`src/rtl/vscan_addr.sv`:
```
module vscan_addr #(
  parameter int H_TOTAL  = 65,
  parameter int H_ACTIVE = 40,
  parameter int V_TOTAL  = 262,
  parameter int V_ACTIVE = 192,
  localparam int HW = $clog2(H_TOTAL),
  localparam int VW = $clog2(V_TOTAL)
) (
  input  logic          clk,
  input  logic          rst_n,
  input  logic          mode_hires,
  input  logic          page_sel,
  output logic [HW-1:0] h_cnt,
  output logic [VW-1:0] v_cnt,
  output logic          active,
  output logic [15:0]   addr,
  output logic [6:0]    refresh_row
);
  localparam logic [9:0]  ROW_STEP   = 10'h080;
  localparam logic [9:0]  THIRD_STEP = 10'h028;
  localparam logic [15:0] TXT_BASE   = 16'h0400;
  localparam logic [15:0] BMP_BASE   = 16'h2000;

  logic mode_q, page_q;
  logic h_last, v_last;

  assign h_last = (h_cnt == HW'(H_TOTAL - 1));
  assign v_last = (v_cnt == VW'(V_TOTAL - 1));

  always_ff @(posedge clk or negedge rst_n) begin
    if (!rst_n) begin
      h_cnt  <= '0;
      v_cnt  <= '0;
      mode_q <= 1'b0;
      page_q <= 1'b0;
    end else begin
      mode_q <= mode_hires;
      page_q <= page_sel;
      h_cnt  <= h_last ? '0 : h_cnt + 1'b1;
      if (h_last) v_cnt <= v_last ? '0 : v_cnt + 1'b1;
    end
  end

  logic [2:0]  grp_row;
  logic [2:0]  third;
  logic [2:0]  sub_line;
  logic [9:0]  low;
  logic [15:0] hi;

  assign sub_line = v_cnt[2:0];
  assign grp_row  = v_cnt[5:3];
  assign third    = 3'(v_cnt[VW-1:6]);
  assign low      = ROW_STEP * 10'(grp_row) + THIRD_STEP * 10'(third) + 10'(h_cnt);

  assign hi = mode_q ? ((page_q ? BMP_BASE << 1 : BMP_BASE) | {3'b000, sub_line, 10'b0})
                     : (page_q ? TXT_BASE << 1 : TXT_BASE);

  assign addr        = hi | {6'b0, low};
  assign refresh_row = {sub_line[2], low[8:7], low[3:0]};
  assign active      = (h_cnt < HW'(H_ACTIVE)) && (v_cnt < VW'(V_ACTIVE));
endmodule


```
`config.mk`:
```
export PLATFORM = sky130hd
export DESIGN_NAME = vscan_addr
export DESIGN_NICKNAME = d
export VERILOG_FILES = /design/src/rtl/vscan_addr.sv
export SDC_FILE = /design/constraint.sdc
export NUM_CORES = 1
export LEC_CHECK = 0
export ABC_AREA = 1
export BUFFER_PORTS_ARGS = -buffer_cell sky130_fd_sc_hd__buf_2
export CAP_MARGIN = 20
export CORE_MARGIN = 2
export CORE_UTILIZATION = 50
export CTS_BUF_LIST = sky130_fd_sc_hd__clkbuf_16
export CTS_CLUSTER_DIAMETER = 50
export DETAILED_ROUTE_END_ITERATION = 16
export PLACE_DENSITY = 0.87
export SYNTH_ARGS = -nofsm -noshare
export SYNTH_HDL_FRONTEND = slang
export SYNTH_SLANG_ARGS = --single-unit
```
`constraint.sdc`:
```
create_clock -name clk -period 2.5 [get_ports clk]
set_clock_uncertainty 0.2 [all_clocks]
set_input_delay 0.25 -clock clk [delete_from_list [all_inputs] [get_ports clk]]
set_output_delay 0.25 -clock clk [all_outputs]
set_load 0.02 [all_outputs]
```
* After elaboration in Yosys (flattened, before gate mapping)
Index checks and enable logic that the tools add are counted.
** Word-level totals
- Input bits :: 4
- Logic and storage cells :: 21
- Register bits :: 18
** Cells by class
- Add/subtract/negate cells :: 4
- Mux-type cells :: 5
- Eq/ne operators :: 2
- $mul :: 1
- Magnitude comparators :: 2
- Bitwise logic cells :: 2
- Reductions and logical operators :: 1
** Operator list (number)
- 15-bit two-way mux :: 2
- 15-bit by 10-bit OR with 15-bit output :: 1
- 15-bit by 13-bit OR with 15-bit output :: 1
- 12-bit two-way mux :: 1
- 10-bit by 7-bit adder with 10-bit output :: 1
- 10-bit by 9-bit adder with 10-bit output :: 1
- 9-bit by 1-bit adder with 9-bit output, second input constant :: 1
- 9-bit == test, second input constant :: 1
- 9-bit by 8-bit < comparator with 1-bit output, second input constant :: 1
- 9-bit two-way mux :: 1
- 7-bit by 1-bit adder with 7-bit output, second input constant :: 1
- 7-bit == test, second input constant :: 1
- 7-bit by 6-bit < comparator with 1-bit output, second input constant :: 1
- 7-bit two-way mux :: 1
- 3-bit by 3-bit multiplier with 6-bit output, first input constant :: 1
- 1-bit logical AND :: 1

* Longest topological paths before layout
Gate-level depths: netlist of the first run.
- Word-level depth :: 4
- Gate-level depth with buffers :: 10

* Least setup slack after synthesis of the first run
Ideal clock, no wire load.
- Path kind :: reg-to-output
- Start point :: reg v_cnt[6]
- End point :: out refresh_row[5]
- Slack :: -0.111 ns
- Cell stages (with the launch flop) :: 11
- Buffers on the path :: 1
- Arrival :: 2.161 ns
- Data required time :: 2.050 ns
- Cell sequence :: dfrtp_1 -> ha_1 -> ha_1 -> ha_1 -> ha_1 -> nand2_1 -> nand3b_1 -> nand2_1 -> nand2_1 -> nand2_1 -> buf_4
** On the way
- Longest elaborated chain between the ends :: 3
** RTL lines
- start: declaration :: line 14 : output logic [VW-1:0] v_cnt,
- start signal: assignment :: line 40 : if (h_last) v_cnt <= v_last ? '0 : v_cnt + 1'b1;
- 3-bit by 3-bit multiplier with 6-bit output :: line 53 : assign low = ROW_STEP * 10'(grp_row) + THIRD_STEP * 10'(third) + 10'(h_cnt);
- 10-bit by 9-bit adder with 10-bit output :: line 53
- 10-bit by 7-bit adder with 10-bit output :: line 53
- end: declaration :: line 17 : output logic [6:0] refresh_row
No other way between the ends.

* Worst setup path after layout of the first run
- Start point :: reg v_cnt[6]
- End point :: out addr[8]
** On the way
- Longest elaborated chain between the ends :: 4
** RTL lines
- 3-bit by 3-bit multiplier with 6-bit output :: line 53
- 10-bit by 9-bit adder with 10-bit output :: line 53
- 10-bit by 7-bit adder with 10-bit output :: line 53
- 15-bit by 10-bit OR with 15-bit output :: line 58 : assign addr = hi | {6'b0, low};
- end: declaration :: line 16 : output logic [15:0] addr,
No other way between the ends.

==> run metrics, run 1 <==
Final #Nets 235; Area Growth Syn to Fin 31.6%; Reg2Reg Capture Point v_cnt[8]$_DFFE_PN0N_; clock-pin slew on the worst setup and hold paths roughly 0.05 ns; Max Fanout on Critical Path 4; status completed; WL per Instance about 12 µm; total leakage power 1.03 nW; async set or reset register ratio after synthesis 1.00; most frequent CP cell ha_4; number of global-route vias before repair 1103; crit end category output port; Worst R2R Path Depth 7; Initial DRC Count 15; DRC Markers 0; Synthesized Nets 193; kind of critical path flip-flop to output port; starting density of the core 0.537; Syn. warnings 0; grt total ovfl 0; Synth cell types 26; CTS tree done; Slew Viols, Final 0; CTS Root Cell clkbuf_16; total core area 2540 µm²; slowest stage delay, CP 0.42 ns; most instantiated cells after synthesis nand2_1 (37), inv_1 (27), dfrtp_1 (18), nor2_1 (17); Num CTS Buffers 3; most common cell in the netlist nand2_1; DP HPWL about 2000 µm; crit path time final 2.49 ns; Cell Chain, Critical Path ha_4, ha_4, ha_4, ha_4, nand2_2, nand3b_1, nand2_1, nand2_1, nand2_2, buf_6; r2r startpoint h_cnt[0]$_DFF_PN0_; r2r setup slk roughly 0.8 ns; chip height 56.3 µm; CTS H-tree lvls 1; startpoint types flip-flop; setup violators final 0; worst path required time 2.05 ns; num ports 44; Worst setup endpoint addr[8]; Avg Vias per Cell 4.97; routability congestion estimate about 0.87; number of synthesized flops with an enable pin 0; RSZ-0062 raised after global routing yes; I/O Buffers 42; Die Width roughly 56 µm; Post-DRT Antenna Nets 0; Final WS setup 0.0138 ns; placed cell count between 200 and 250; WL final 2930 µm; Site Rows 18; Synth area leader dfrtp_1; Avg Inst Size Synth 7.81 µm²; DP Worst Slack 0.0709 ns; flops & latches, synth 18; ant diodes 0; final std cells w/o fill 246; Area contributors post-synth dfrtp_1 (33%), ha_1 (12%), nand2_1 (10%), inv_1 (7.4%), buf_4 (6.0%); initial antenna violation count 0; period utilization 0.994; TritonRoute pass-1 iters 4; Max Fclk 0.402 GHz; die area 3170 µm²; post-synthesis cell area about 1400 µm²; vias post-DR 1223; Clk Latency, worst-skew pair 0.25 ns; worst min path class input port to async pin; maximum vdd drop 0.319 mV; PD cells between 300 and 400 nW/µm²; largest net degree at the start of global routing 19; crit path DAT 2.04 ns; ratio of cells with drive above 1 in the final layout 0.361; Sink Count 18; first-pass GRT wire length 4710 µm; top_reg_cell synth dfrtp_1; Yosys top cell area share 0.329; crit path max-delay cell type dfrtp_2; max-cap violation count 0; Clock Tree Buf Depth 2; final hold violations 0; critical path launch point v_cnt[6]$_DFFE_PN0N_; gr usage total 0.187; Syn Inst Count 175; post-synthesis sequential area ratio 0.329
==> stage by stage <==
step           utilization    TNS (ns)  cell area (µm²)  power (mW)  hold WS (ns)
4_1_cts              0.678  -0.0000220             1730       0.642         0.272
3_5_place_dp         0.612           0             1560       0.321       0.00298
5_1_grt              0.707      -0.150             1800       0.655         0.291
6_report             0.707           0             1800       0.636         0.256
3_3_place_gp         0.612           0             1560       0.320      0.000866
2_1_floorplan            -     -0.0286             1380       0.310        -0.246
==> worst min path at each step <==
stage / startpoint / to / slack [ns] / depth (start not counted)
6_report: rst_n / v_cnt[1]$_DFFE_PN0N_ / 0.26 / 2
5_1_grt: rst_n / v_cnt[1]$_DFFE_PN0N_ / 0.29 / 2
4_1_cts: rst_n / v_cnt[1]$_DFFE_PN0N_ / 0.27 / 2
3_5_place_dp: rst_n / h_cnt[2]$_DFF_PN0_ / 0.003 / 1
3_3_place_gp: rst_n / h_cnt[0]$_DFF_PN0_ / 0.0009 / 1
2_1_floorplan: rst_n / h_cnt[0]$_DFF_PN0_ / -0.25 / 0
==> what timing repair did <==
item / in CTS / in global routing
setup buffers: 1 / 0
pin swaps: 1 / 5
gates cloned: 0 / 0
endpoints found under the hold margin: 20 / 0
gates resized for setup: 8 / 15
endpoints found under the setup margin: 3 / 5
hold buffers: 3 / 0
==> placed cells by master (no fill, tap or decap), types with 2 or more instances in the layout <==
cell / count
dfrtp_1: 15
xor2_1: 6
dfrtp_2: 3
buf_4: 3
clkbuf_16: 3
nor2_1: 17
buf_6: 4
nand3_1: 13
buf_2: 39
ha_1: 6
or2_2: 2
nor2_2: 4
xnor2_1: 2
nand2_2: 5
ha_4: 7
dlygate4sd3_1: 3
inv_1: 28
a21oi_1: 7
nand2_1: 34
a21oi_2: 2
==> registers in the layout, indices dropped and copies added, names as in the netlist <==
signal	cells
v_cnt	9
h_cnt	7
mode_q	1
page_q	1
==> final cells by class <==
class | count | area [µm²]
Multi-Input combinational cell | 117 | 831
Fill cell | 226 | 746
Sequential cell | 18 | 454
Timing Repair Buffer | 49 | 293
Inverter | 28 | 105
Clock buffer | 3 | 75.1
Tap cell | 30 | 37.5
Clock inverter | 1 | 3.75
==> report_power, final <==
group          internal (mW)  switching (mW)
logic                0.00853          0.0151
registers              0.293         0.00160
clock network          0.212           0.105
==> critical path, delay by kind of cell, from the launching register on <==
| family | cells | cell delay [ns] |
|---|---|---|
| and+or+nand+nor | 5 | 0.43 |
| DFF | 1 | 0.42 |
| buffers and inverters | 1 | 0.12 |
| adders and majority gates | 4 | 0.82 |
==> per-layer routing <==
| layer | vias to the layer above | share of wire | GRT usage |
|---|---|---|---|
| met4 | 0 | 0.019 | 0.0782 |
| li1 | 615 | - | - |
| met5 | - | 0 | 0 |
| met1 | 562 | 0.40 | 0.218 |
| met2 | 37 | 0.54 | 0.341 |
| met3 | 9 | 0.042 | 0.0253 |
==> kinds of logic (layout without fill, tap and decap cells) <==
| kind of cell | Yosys count | count (layout) | share of synthesized area |
|---|---|---|---|
| adder cells (fa/ha/maj) | 14 | 14 | 0.134 |
| other | 1 | 1 | 0.00274 |
| buffers and inverters | 40 | 81 | 0.145 |
| flip-flops | 18 | 18 | 0.329 |
| AND/OR/NAND/NOR | 80 | 80 | 0.273 |
| XOR/XNOR | 10 | 10 | 0.0695 |
| AO/OA/AOI/OAI | 12 | 12 | 0.0467 |
Power figures use the tool's default switching activity.
==> run 2: changes to the inputs <==
- CELL_PAD_IN_SITES_DETAIL_PLACEMENT: unset -> 1
- CELL_PAD_IN_SITES_GLOBAL_PLACEMENT: unset -> 1
- CORE_UTILIZATION: 50 -> 35
- PLACE_DENSITY: 0.87 -> 0.85
==> run 2 against run 1 <==
- sequential share of layout area decreased by 0.070 points
- global-route usage fell by 1.1 points
- design area rose by 0.28%
- critical endpoint unchanged
==> run metrics, run 2 (synthesis gave the netlist of run 1 again) <==
status completed; Final WS setup 0.0201 ns; Initial DRC Count 35; CTS Root Cell clkbuf_16; Die Width approximately 67 µm; placed cell count 257; worst path required time 2.05 ns; total core area approximately 3700 µm²; final instance area 1800 µm²; initial antenna violation count 0; die area 4420 µm²; Slew Viols, Final 0; kind of critical path flip-flop to output port; Sink Count 18; WL final 3460 µm; Final #Nets 236; crit end category output port; Clk Latency, worst-skew pair roughly 0.25 ns; PD cells 357 nW/µm²; final std cells w/o fill 265; Max Fclk 0.403 GHz; ant diodes 0; RSZ-0062 raised after global routing yes; final hold violations 0; I/O Buffers 42; WL per Instance 13.1 µm; DP HPWL 2550 µm; num ports 44; final core utilization 0.486; total leakage power slightly above 1 nW; DRC Markers 0; vias post-DR 1261; gr usage total 0.176; CTS tree done; Clock Tree Buf Depth 2; commonest non-fill, non-tap cell in the layout buf_2; setup violators final 0; worst min path class input port to async pin; max FFs per register 9; max-cap violation count 0; TritonRoute pass-1 iters 4; ratio of cells with drive above 1 in the final layout 0.346; Max Fanout on Critical Path 4; first-pass GRT wire length 5880 µm; chip height 66.5 µm; Most flops, register v_cnt; Area Growth Syn to Fin 31.9%; Worst R2R Path Depth 7; number of global-route vias before repair around 1300; DP Worst Slack 0.0127 ns; total power 0.644 mW; Avg Vias per Cell 4.76; starting density of the core 0.368; most frequent cells in the layout buf_2 (37), nand2_1 (35), inv_1 (27), nor2_1 (17), dfrtp_1 (15); placed instance area around 1600 µm²; crit path time final approximately 2.5 ns; maximum vdd drop 0.193 mV; crit path DAT 2.03 ns; CTS H-tree lvls 1; startpoint types flip-flop; Site Rows 22; period utilization 0.992; grt total ovfl 0; largest net degree at the start of global routing 19; clock-pin slew on the worst setup and hold paths 0.05 ns; Post-DRT Antenna Nets 0; Num CTS Buffers 3; routability congestion estimate 0.744; biggest registers after layout v_cnt: 9 flops, h_cnt: 7 flops
-- run 2: cell types whose count changed in the layout (fill, tap and decap cells not counted) --
cell and delta:
nand2_1 +1, ha_4 -1, buf_6 -2, clkinv_1 +1
buf_2 -2, buf_4 +5, a21oi_2 -2, nand2_2 -1
inv_1 -1, a21oi_1 +2, ha_1 +1
-- run 2: routing by layer --
layer / global-route usage / routed length (µm) / up-vias
met5: 0 / 0 / -
met3: 0.0236 / 120 / 5
met2: 0.329 / 1880 / 26
met1: 0.203 / 1420 / 614
met4: 0.0612 / 44 / 0
li1: - / - / 616
-- run 2: worst max-delay path: stages (launching register included) --
cell      delay (ns)
dfrtp_2         0.42
ha_4            0.17
ha_4            0.15
ha_4            0.21
ha_4            0.28
nand2_1         0.05
nand3b_1        0.16
nand2_1         0.07
nand2_1         0.06
nand2_2         0.08
buf_6           0.12
-- run 2: path summary, 6_finish.rpt --
path | to | from | slack, ns
worst min register to register | v_cnt[0]$_DFFE_PN0N_ | v_cnt[0]$_DFFE_PN0N_ | 0.38
min in group clk | v_cnt[0]$_DFFE_PN0N_ | v_cnt[0]$_DFFE_PN0N_ | 0.38
max in group asynchronous | v_cnt[6]$_DFFE_PN0N_ | rst_n | 1.52
worst min-delay path | h_cnt[2]$_DFF_PN0_ | rst_n | 0.26
worst max-delay path | addr[8] | v_cnt[8]$_DFFE_PN0N_ | 0.02
worst max register to register | v_cnt[8]$_DFFE_PN0N_ | h_cnt[0]$_DFF_PN0_ | 0.78
-- run 2: metrics by stage --
stage | hold WS (ns) | TNS [ns]
floorplan | -0.246 | -0.0286
global route | 0.310 | -0.166
CTS | 0.283 | 0
detailed placement | 0.0144 | 0
finish | 0.259 | 0
global placement | 0.00524 | 0
-- run 2: what timing repair did --
action,in CTS,in global routing
hold endpoints to repair,20,0
cloned,0,0
setup endpoints to repair,5,4
hold buffers,3,0
gates resized for setup,14,4
pin swaps,4,3
setup buffers,1,0
-- run 2: cell type report --
type | count | area [µm²]
Fill cell | 476 | 1910
Multi-Input combinational cell | 117 | 808
Sequential cell | 18 | 454
Timing Repair Buffer | 50 | 298
Inverter | 28 | 105
Clock buffer | 3 | 75.1
Tap cell | 48 | 60.1
Clock inverter | 1 | 3.75
-- run 2: power breakdown --
group | switching, mW | leakage, nW | total (mW) | internal [mW]
clock | 0.112 | 0.0385 | 0.325 | 0.213
sequential | 0.00157 | 0.227 | 0.295 | 0.293
combinational | 0.0153 | 0.764 | 0.0238 | 0.00852
==> run 3: changes to the inputs <==
--- a/config.mk
+++ b/config.mk
@@ -16,5 +16,5 @@
 export CTS_CLUSTER_DIAMETER = 50
 export DETAILED_ROUTE_END_ITERATION = 16
-export PLACE_DENSITY = 0.85
+export PLACE_DENSITY = 0.75
 export SYNTH_ARGS = -nofsm -noshare
 export SYNTH_HDL_FRONTEND = slang
==> constraint.sdc (replaced) <==
create_clock -name clk -period 2.5 [get_ports clk]
set_clock_uncertainty 0.2 [all_clocks]
set_input_delay 0.125 -clock clk [delete_from_list [all_inputs] [get_ports clk]]
set_output_delay 0.125 -clock clk [all_outputs]
set_load 0.02 [all_outputs]
==> run 3 against run 2 <==
- die area did not move
- core utilization decreased by 2.0 points
- critical path depth unchanged
- combinational power is 2% higher
- count of clock-buffer cells in the layout unchanged
- worst hold slack got worse by 0.11 ns
- sequential share of layout area increased by 0.88 points
- total power shrank 0.72%
- sequential power is essentially flat
- first-iteration DRC count fell by 23%
- register-to-register slack about the same
- largest cell class unchanged
==> run metrics, run 3 (synthesis gave the netlist of run 1 again) <==
status completed; WHS 0.148 ns; crit path time final 2.44 ns; Sink Count 18; Final WS setup 0.0594 ns; Max Fclk approximately 0.41 GHz; total leakage power 1.05 nW; grt total ovfl 0; final hold violations 0; RSZ-0062 raised after global routing yes; I/O Buffers between 40 and 50; fillers around 480; CTS Root Cell clkbuf_16; Die Width 66.5 µm; worst path required time ~2.2 ns; CTS H-tree lvls 1; setup TNS 0 ns; startpoint types flip-flop; Final #Nets 236; max-cap violation count 0; num ports 44; ratio of cells with drive above 1 in the final layout 0.301; commonest non-fill, non-tap cell in the layout buf_2; worst min path class input port to async pin; chip height ~67 µm; DRC Markers 0; initial antenna violation count 0; Initial DRC Count 27; DP HPWL between 2000 and 3000 µm; Avg Vias per Cell 4.60; max FFs per register 9; register area between 400 and 500 µm²; biggest registers after layout v_cnt: 9 flops, h_cnt: 7 flops; WL final 3290 µm; first-pass GRT wire length 5560 µm; routability congestion estimate 0.709; Area Growth Syn to Fin 26.4%; ant diodes 0; final core utilization 0.465; Clk Latency, worst-skew pair 0.25 ns; Num CTS Buffers 3; crit path DAT approximately 2.1 ns; met3 Resource Use GR 0.0203; Most Crowded Layer GR met2; DP Worst Slack 0.235 ns; crit end category output port; CTS tree done; setup violators final 0; gr usage total 0.165; Clock Tree Buf Depth 2; Most flops, register v_cnt; Slew Viols, Final 0; kind of critical path flip-flop to output port; clock-pin slew on the worst setup and hold paths approximately 0.050 ns; period utilization 0.976; met2 Use GR 0.279; Multi-input gate area between 700 and 800 µm²; TritonRoute pass-1 iters 3; starting density of the core 0.368; Post-DRT Antenna Nets 0; vias post-DR approximately 1200; total core area 3720 µm²; PD cells 370 nW/µm²; number of global-route vias before repair between 1000 and 1500; Max Fanout on Critical Path 4; Site Rows 22; met1 GRT Util 0.219; maximum vdd drop 0.214 mV; WL per Instance around 12 µm; die area 4420 µm²; most frequent cells in the layout buf_2 (40), nand2_1 (37), inv_1 (27), dfrtp_1 (18), nor2_1 (17); largest net degree at the start of global routing 19
## run 3: cell count changes in the layout (fill, tap and decap cells not counted), sizes merged
| cell | before | now |
|---|---|---|
| clkinv | 2 | 1 |
## run 3: final cells by class
| cell class | instances | area share |
|---|---|---|
| multi-input cells | 117 | 0.437 |
| flip-flops and latches | 18 | 0.260 |
| repair buffers | 50 | 0.164 |
| inverters | 28 | 0.0608 |
| clock buffers | 3 | 0.0434 |
| well taps | 48 | 0.0347 |
## run 3: worst paths after layout
path | cells past startpoint | slack, ns | startpoint | end
max | 10 | 0.06 | v_cnt[6]$_DFFE_PN0N_ | refresh_row[5]
min | 2 | 0.15 | rst_n | h_cnt[0]$_DFF_PN0_
max reg2reg | 7 | 0.78 | h_cnt[0]$_DFF_PN0_ | v_cnt[8]$_DFFE_PN0N_
min reg2reg | 1 | 0.39 | v_cnt[5]$_DFFE_PN0N_ | v_cnt[5]$_DFFE_PN0N_
max in group asynchronous | 2 | 1.65 | rst_n | h_cnt[4]$_DFF_PN0_
min in group clk | 2 | 0.32 | page_sel | page_q$_DFF_PN0_
## run 3: layer usage
layer	vias to the layer above	part of all wire	routed length, µm
met5	-	0	0
met4	0	0.012	39
met3	5	0.031	101
met2	29	0.50	1640
met1	567	0.46	1510
li1	613	-	-
## run 3: report_power, final
group	leakage, nW	total (mW)	switching (mW)	internal, mW
Clock	0.0370	0.320	0.109	0.211
Combinational	0.776	0.0243	0.0158	0.00854
Sequential	0.232	0.295	0.00160	0.293
Total	1.05	0.639	0.127	0.512
## run 3: metrics by stage
stage | area (µm²) | std cells | power (mW)
after global routing | 1730 | 264 | 0.662
final | 1730 | 264 | 0.639
after CTS | 1700 | 264 | 0.649
after floorplan | 1370 | 175 | 0.310
after global placement | 1580 | 258 | 0.321
after detailed placement | 1580 | 258 | 0.321
## run 3: worst max-delay path: stages (launching register included)
cell,delay (ns)
dfrtp_1,0.38
ha_1,0.20
ha_1,0.21
ha_4,0.22
ha_4,0.28
nand2_1,0.05
nand3b_1,0.17
nand2_1,0.07
nand2_1,0.05
nand2_1,0.08
buf_4,0.15
## run 3: what timing repair did
item                                    CTS  global route
buffers inserted                          0             0
gates resized for setup                   1             4
hold endpoints to repair                 20             0
hold buffers                              3             0
endpoints found under the setup margin    2             5
gates cloned                              0             0
